==> src/rtl/cacc_pkg.sv <==
package cacc_pkg;
  typedef enum logic [1:0] {
    OP_ADD  = 2'b00,
    OP_SUB  = 2'b01,
    OP_RSUB = 2'b10,
    OP_PASS = 2'b11
  } cacc_op_e;
endpackage

==> src/rtl/cacc_deskew.sv <==
module cacc_deskew #(
  parameter int unsigned W     = 16,
  parameter int unsigned DEPTH = 8
) (
  input  logic         clk,
  input  logic         rst,
  input  logic [W-1:0] din,
  output logic [W-1:0] dout
);
  logic [W-1:0] stg [DEPTH];

  for (genvar i = 0; i < DEPTH; i++) begin : g_stage
    if (i == 0) begin : g_head
      always_ff @(posedge clk) begin
        if (rst) stg[0] <= '0;
        else     stg[0] <= din;
      end
    end else begin : g_body
      always_ff @(posedge clk) begin
        if (rst) stg[i] <= '0;
        else     stg[i] <= stg[i-1];
      end
    end
  end

  assign dout = stg[DEPTH-1];
endmodule

==> src/rtl/cacc_alu.sv <==
module cacc_alu
  import cacc_pkg::*;
#(
  parameter int unsigned W = 20
) (
  input  logic [1:0]   op,
  input  logic [W-1:0] opa,
  input  logic [W-1:0] opb,
  output logic [W-1:0] res
);
  always_comb begin
    case (cacc_op_e'(op))
      OP_ADD:  res = opa + opb;
      OP_SUB:  res = opa - opb;
      OP_RSUB: res = opb - opa;
      default: res = opa;
    endcase
  end
endmodule

==> src/rtl/cacc_lane.sv <==
module cacc_lane #(
  parameter int unsigned IN_W  = 16,
  parameter int unsigned ACC_W = 20,
  parameter int unsigned DLY_N = 8
) (
  input  logic             clk,
  input  logic             rst,
  input  logic             ce,
  input  logic             clr,
  input  logic             fb_sel,
  input  logic             dly_en,
  input  logic [1:0]       op,
  input  logic [IN_W-1:0]  din_a,
  input  logic [IN_W-1:0]  din_b,
  output logic [ACC_W-1:0] acc
);
  localparam int unsigned EXT = ACC_W - IN_W;

  logic [IN_W-1:0]  a_q, b_q, b_dly, b_use;
  logic [ACC_W-1:0] opa, opb, sum;

  always_ff @(posedge clk) begin
    if (rst) begin
      a_q <= '0;
      b_q <= '0;
    end else if (ce) begin
      a_q <= din_a;
      b_q <= din_b;
    end
  end

  cacc_deskew #(.W(IN_W), .DEPTH(DLY_N)) u_dsk (
    .clk  (clk),
    .rst  (rst),
    .din  (b_q),
    .dout (b_dly)
  );

  assign b_use = dly_en ? b_dly : b_q;
  assign opa   = fb_sel ? acc : {{EXT{a_q[IN_W-1]}}, a_q};
  assign opb   = {{EXT{b_use[IN_W-1]}}, b_use};

  cacc_alu #(.W(ACC_W)) u_alu (
    .op  (op),
    .opa (opa),
    .opb (opb),
    .res (sum)
  );

  always_ff @(posedge clk) begin
    if (rst || clr) acc <= '0;
    else            acc <= sum;
  end
endmodule

==> src/rtl/cacc_dual.sv <==
module cacc_dual #(
  parameter int unsigned IN_W  = 16,
  parameter int unsigned ACC_W = 20,
  parameter int unsigned DLY_N = 8
) (
  input  logic             clk,
  input  logic             rst,
  input  logic             ce,
  input  logic             clr,
  input  logic             fb_sel,
  input  logic             dly_en,
  input  logic [1:0]       op_re,
  input  logic [1:0]       op_im,
  input  logic [IN_W-1:0]  re_a,
  input  logic [IN_W-1:0]  re_b,
  input  logic [IN_W-1:0]  im_a,
  input  logic [IN_W-1:0]  im_b,
  output logic [ACC_W-1:0] res_re,
  output logic [ACC_W-1:0] res_im
);
  localparam int unsigned NL = 2;

  logic [NL-1:0][1:0]       op_v;
  logic [NL-1:0][IN_W-1:0]  a_v, b_v;
  logic [NL-1:0][ACC_W-1:0] r_v;

  assign op_v = {op_im, op_re};
  assign a_v  = {im_a, re_a};
  assign b_v  = {im_b, re_b};

  for (genvar g = 0; g < NL; g++) begin : g_lane
    cacc_lane #(.IN_W(IN_W), .ACC_W(ACC_W), .DLY_N(DLY_N)) u_lane (
      .clk    (clk),
      .rst    (rst),
      .ce     (ce),
      .clr    (clr),
      .fb_sel (fb_sel),
      .dly_en (dly_en),
      .op     (op_v[g]),
      .din_a  (a_v[g]),
      .din_b  (b_v[g]),
      .acc    (r_v[g])
    );
  end

  assign res_re = r_v[0];
  assign res_im = r_v[1];
endmodule

==> config.mk <==
export PLATFORM = sky130hd
export DESIGN_NAME = cacc_dual
export DESIGN_NICKNAME = d
export VERILOG_FILES = /design/src/rtl/cacc_pkg.sv /design/src/rtl/cacc_deskew.sv /design/src/rtl/cacc_alu.sv /design/src/rtl/cacc_lane.sv /design/src/rtl/cacc_dual.sv
export SDC_FILE = /design/constraint.sdc
export NUM_CORES = 1
export LEC_CHECK = 0
export BUFFER_PORTS_ARGS = -buffer_cell sky130_fd_sc_hd__buf_2
export CAP_MARGIN = 30
export CORE_UTILIZATION = 65
export CTS_CLUSTER_DIAMETER = 120
export DETAILED_ROUTE_END_ITERATION = 10
export PLACE_DENSITY = 0.87
export SYNTH_ARGS = -nofsm -noshare
export SYNTH_HDL_FRONTEND = slang
export SYNTH_SLANG_ARGS = --single-unit
==> constraint.sdc <==
create_clock -name clk -period 6.55 [get_ports clk]
set_input_delay 0.3275 -clock clk [delete_from_list [all_inputs] [get_ports clk]]
set_output_delay 0.3275 -clock clk [all_outputs]
set_load 0.05 [all_outputs]
-- Word level (Yosys, flattened, before mapping)
Memory sizes are Yosys's and may differ from the RTL's.
Cells that the tools add are included.
- output and inout port bits: 40
- RAM bits: 256
- register bits after elaboration: 104
- logic and storage cells: 62
- memories: 2
- reduce and logical (&&, ||, !) cells: 3
- add/subtract/negate cells: 6
- bitwise operators: 16
- equality and inequality tests: 4
- mux-type cells: 25
- memories (name ; words ; bits a word ; rd ports ; clocked after memory_dff ; wr ports ; RTL line ; text):
    g_lane[0].u_lane.u_dsk.stg ; 8 ; 16 ; 8 ; 0 ; 8 ; cacc_deskew.sv:10 ; logic [W-1:0] stg [DEPTH];
    g_lane[1].u_lane.u_dsk.stg ; 8 ; 16 ; 8 ; 0 ; 8 ; cacc_deskew.sv:10 ;
- operators with widths (kind ; count):
    $mux 16 ; 18
    $pmux 20 s3 ; 2
    $sub 20x20->20 ; 4
    $add 20x20->20 ; 2
    $mux 20 ; 2
    $or 1x1->1 ; 16
    $eq 2x1->1 const B ; 2
    $eq 2x2->1 const B ; 2
    $logic_not 2->1 ; 2
    $mux 1 ; 3
    $logic_or 1x1->1 ; 1

-- Logic depth before layout (Yosys ltp)
- depth after elaboration: 3
- depth in mapped cells: 20
- depth with buffers taken out: 16

-- Cells and area by module
From an unflattened synthesis, not the netlist that was laid out.
- cell total of the unflattened synthesis: 1729
- area, all modules: 16768.6 µm²
- by module, submodules not included (module ; cells an instance ; area an instance (µm²) ; times used ; seq. area each (µm²)):
    cacc_deskew ; 286 ; 3584.7 ; 2 ; 2562.5
    cacc_lane ; 193 ; 2163.3 ; 2 ; 1041.0
    cacc_alu at g_lane[1].u_lane.u_alu ; 387 ; 2660.1 ; 1 ; 0.0
    cacc_alu at g_lane[0].u_lane.u_alu ; 384 ; 2612.5 ; 1 ; 0.0

-- Worst setup path after synthesis
OpenSTA, ideal clock, no wires.
- kind: input port to flip-flop
- from: in fb_sel
- to: reg g_lane[1].u_lane.acc[19]
- data arrival time: 4273 ps
- required time: 6419 ps
- slack: 2146 ps
- stages: 19
- cell sequence: buf_6 -> buf_2 -> buf_2 -> buf_1 -> mux2_2 -> inv_1 -> ha_1 -> nand3_1 -> or2_2 -> or3_1 -> o21ai_0 -> xor2_1 -> ha_1 -> nand2_1 -> nor4_1 -> nor4b_1 -> o41ai_1 -> xnor2_1 -> o211ai_1
- word-level cells in the longest chain between the ends: 3
- elaborated cells between the ends (all ways): 5
- ends and longest elaborated chain (what ; RTL line ; text):
    from (decl) ; cacc_dual.sv:10 ; input logic fb_sel,
    $mux 20 (*) ; cacc_lane.sv:40 ; assign opa = fb_sel ? acc : {{EXT{a_q[IN_W-1]}}, a_q};
    $sub 20x20->20 (tied with other cells) ; cacc_alu.sv:15 ; OP_RSUB: res = opb - opa;
    $pmux 20 s3 (*) ; cacc_alu.sv:12 ; case (cacc_op_e'(op))
    to (signal assigned) ; cacc_lane.sv:52 ; else acc <= sum;
    to (decl) ; cacc_lane.sv:15 ; output logic [ACC_W-1:0] acc
Mark *: on every way between the ends. The rest lies on a longest branch, timed or not.
A chain may end at the register's enable or synchronous reset.

-- Final worst setup path
Same ends and word-level chain as after synthesis.

==> summary.md <==
Worst setup path
• buf_2 -> buf_4 -> buf_4 -> mux2i_1 -> nand3_1 -> or2_2 -> or3_1 -> o21ai_0 -> xor2_1 -> ha_1 -> nand2_1 -> nor4_1 -> nor4b_1 -> o41ai_1 -> xnor2_1 -> o211ai_1 — chain of cells forming the critical path
• g_lane[0].u_lane.acc[0] — RR Startpoint
• in -> reg — kind of critical path
• g_lane[0].u_lane.acc[19] — reg2reg end
• simple AND/OR/NAND/NOR gates — cell type group with the largest total delay on the critical path
• 21 — CP max FO
• g_lane[1].u_lane.acc[19] — worst setup path endpoint
• 460 ps — Critical Path Max Stage Delay
• 16 — logic depth of the worst setup path including buffers
• 6940 ps — CP required
• flip-flop — capturing element type of the critical path
• fb_sel — Critical Path Start
• 4590 ps — worst path arrival time
• sky130_fd_sc_hd__buf_4 — cell with the most instances on the worst path
• 3 — worst path bufs/invs
• sky130_fd_sc_hd__o41ai_1 — CP max-delay cell
• 2480 ps — setup slack of the worst register-to-register path
• 16 — depth of the worst register-to-register path
• input pin — Worst setup SP type

Finish
• 11.6% — fraction of final layout cells sized beyond drive strength 1
• 74.6% — final cell utilization of the core
• 1975 — Nets
• 1703 — fill cell total of the finished layout
• 2171 — final standard cell count with taps included and fillers excluded
• 8410 sq um — multi-input gate area in the final layout
• 12.2% — P&R area growth vs syn
• 7210 sq um — Seq. cell area

Power
• 22.7% — Gate power share
• 0.00573 W — final total power
• 0.00401 W — Cell Int Power
• 8.37 nW — cell leakage power
• 36.9% — share of total power in the clock network
• 0.00172 W — Net Sw Power
• 40.4% — sequential cell fraction of total power
• 30.0% — Switching Share
• 315 nW/um^2 — power density normalized to cell area
• 292 uV — peak ir drop on the vdd network

Synthesis
• sky130_fd_sc_hd__dfxtp_1 (360), sky130_fd_sc_hd__nor2b_1 (276), sky130_fd_sc_hd__nor2_1 (162) — top post-synthesis cells by count
• sky130_fd_sc_hd__dfxtp_1 — most used flip-flop cell after synthesis
• 0 — number of enable flip-flop cells after synthesis
• 20.3% — simple logic cell fraction of the synthesized area
• sky130_fd_sc_hd__dfxtp_1 (44%), sky130_fd_sc_hd__nor2b_1 (11%), sky130_fd_sc_hd__mux2i_1 (7.1%) — top cells by area, synth
• 16200 sq um — Post-Synthesis Cell Area
• 11.9% — compound-gate portion of the synthesized area
• 44.5% — fraction of synthesized cell area taken by the top area cell type
• 44.5% — Seq/Total Area, Yosys
• 1739 — Post-Syn Instances
• 67 — Cell variety after synth
• 1895 — net count after synthesis
• 0% — FFs w/ async S/R, synth
• 6.51% — fraction of the mapped netlist area in adder cells
• 0 — Synthesis Warnings
• sky130_fd_sc_hd__dfxtp_1 — most instantiated library cell after synthesis
• 8.49% — post-synthesis mux area share
• 360 — total of flip-flops plus latches after synthesis
• 4.75% — fraction of synthesized cell area in xor and xnor cells
• sky130_fd_sc_hd__dfxtp_1 — cell taking the most area after synthesis
• simple AND/OR/NAND/NOR gates — main combinational cell family by area after synthesis
• 9.32 sq um — Mapped Avg Cell Area

Global route
• met2 — grt peak-use layer
• 44.0% — met1 usage
• 31.3% — GRT Total Usage
• 3 — initial antenna violation count
• 0 — sum of overflow across all layers after global routing
• 211 — pin count of the biggest net entering global routing
• 4.08% — met3 layer usage reported by global route
• 50.0% — met2 track demand over resource
• 11900 — number of global-route vias before repair
• 63300 microns — wire length of the first global-routing pass

Floorplanning
• 114 — number of top-level pins
• 160 microns — die height
• 57 — # rows
• 66.5% — initial cell density of the core
• 160 microns — Die X-Extent
• 24400 sq um — area of the core
• 25600 sq um — area of the die

STA
• 0 ps — sum of negative setup slack
• 238 MHz — fmax
• 37.3% — Max transition margin
• 928 ps — transition at the pin with the smallest max-transition slack
• 4200 ps — shortest period the worst path allows
• 13.3 ps — Worst Clk Skew
• 0 — final setup fails
• 0 — max-slew violation total from the final report
• 64.1% — post-route clock period utilization
• no — setup repair after global routing missed its margin
• 0 — number of endpoints with negative hold slack in the final report

Placed design
• 0.969 — placer's final routability congestion estimate
• 27900 microns — DPL Wire Length
• 2104 — total instance count after detailed placement
• 113 — IO buf count

CTS
• 0 — post-CTS setup repair buffer count
• yes — TritonCTS clock tree
• 0 — hold-fix buffers at CTS
• sky130_fd_sc_hd__clkbuf_16 — CTS Root Cell
• 360 — Sink Count
• 2 — CTS H-tree depth
• 530 ps — source-to-sink clock delay at the later pin of the worst-skew pair
• 60 ps — clock transition time at the flip-flop clock pins of the worst setup and hold paths
• 0 — post-cts gate resize count
• 3 — CTS max path bufs
• 36 — number of CTS-inserted buffers

Detailed routing
• 0 — number of remaining DRC errors
• 983 — number of design-rule violations left by the first detailed-router iteration
• 12300 — via total after detailed routing
• 0 — Antenna Violating Nets Remaining
• 5.67 — Avg Vias per Cell
• 18.5 microns — detailed-route wire length per cell
• 5 — drt pass-1 iters
• 40200 microns — sum of routed wire length over all layers

Worst hold path
• 3 — number of stages on the worst hold path
• in -> reg — path type of the worst min-delay path

Status
• completed — result of the run

Job
• 0 — reported max-cap violation count

[tightest hold or removal path, delay by kind of cell]
kind,cells,cell delay [ps]
buf+inv,1,70
simple gates,1,70
mux,1,50
[worst min path at each step]
| stage | from | to |
|---|---|---|
| after floorplan | g_lane[0].u_lane.u_dsk.stg[0][0] | g_lane[0].u_lane.u_dsk.stg[0][16] |
| after global routing | im_b[0] | g_lane[1].u_lane.b_q[0] |
| after CTS | re_b[1] | g_lane[0].u_lane.b_q[1] |
| after global placement | g_lane[1].u_lane.u_dsk.stg[2][3] | g_lane[1].u_lane.u_dsk.stg[2][19] |
| after detailed placement | g_lane[1].u_lane.u_dsk.stg[2][27] | g_lane[1].u_lane.u_dsk.stg[3][11] |
| final | re_b[1] | g_lane[0].u_lane.b_q[1] |
[power groups by stage]
stage,sequential (W),combinational (W),clock [W]
2_1_floorplan,0.00241,0.000908,0
3_5_place_dp,0.00236,0.00127,0
4_1_cts,0.00231,0.00128,0.00215
3_3_place_gp,0.00235,0.00125,0
5_1_grt,0.00231,0.00142,0.00224
6_report,0.00231,0.00130,0.00211
[cell families after synthesis]
| logic type | Yosys count |
|---|---|
| compound gates | 301 |
| xor+xnor | 88 |
| mux | 134 |
| simple gates | 621 |
| flops | 360 |
| fa+ha+maj | 82 |
| buf+inv | 153 |
[registers in the layout, summed over array words and instances (netlist names)]
name and count:
g_lane.u_lane.a_q 32, g_lane.u_lane.acc 40, g_lane.u_lane.b_q 32, g_lane.u_lane.u_dsk.stg 256
[routing by layer]
metal | share of wire, % | vias to the layer above
met1 | 46 | 5739
met2 | 45 | 434
li1 | - | 6041
met4 | 2.8 | 4
met3 | 6.3 | 85
met5 | 0.067 | -
[area by class of cell]
class | count | area share (%)
Clock inverter | 17 | 1.15
Inverter | 75 | 1.55
Tap cell | 324 | 2.23
Sequential cell | 360 | 39.6
Timing Repair Buffer | 120 | 3.52
Clock buffer | 48 | 5.70
Multi-Input combinational cell | 1226 | 46.2
Antenna cell | 1 | 0.0138
[stage by stage]
stage / setup slack (ps) / hold WS [ps] / area, sq um
6_report: 2350 / 31.5 / 18200
5_1_grt: 2000 / 34.9 / 18200
4_1_cts: 2400 / 18.7 / 18200
3_5_place_dp: 1890 / 420 / 16900
3_3_place_gp: 1990 / 415 / 16900
2_1_floorplan: 2150 / 414 / 16200
[cell usage in the layout (no fill, tap or decap), drive strengths merged, types with 30 or more instances in the layout]
master,netlist,layout
dfxtp,360,360
xnor2,58,58
a21o,31,31
ha,78,78
nor2,162,162
clkbuf,65,49
buf,13,119
xor2,30,30
nor2b,276,276
o21ai,74,74
a21oi,86,86
nand2,73,73
inv,75,75
mux2i,116,116
Note: power is estimated with default switching activity, not from simulation.
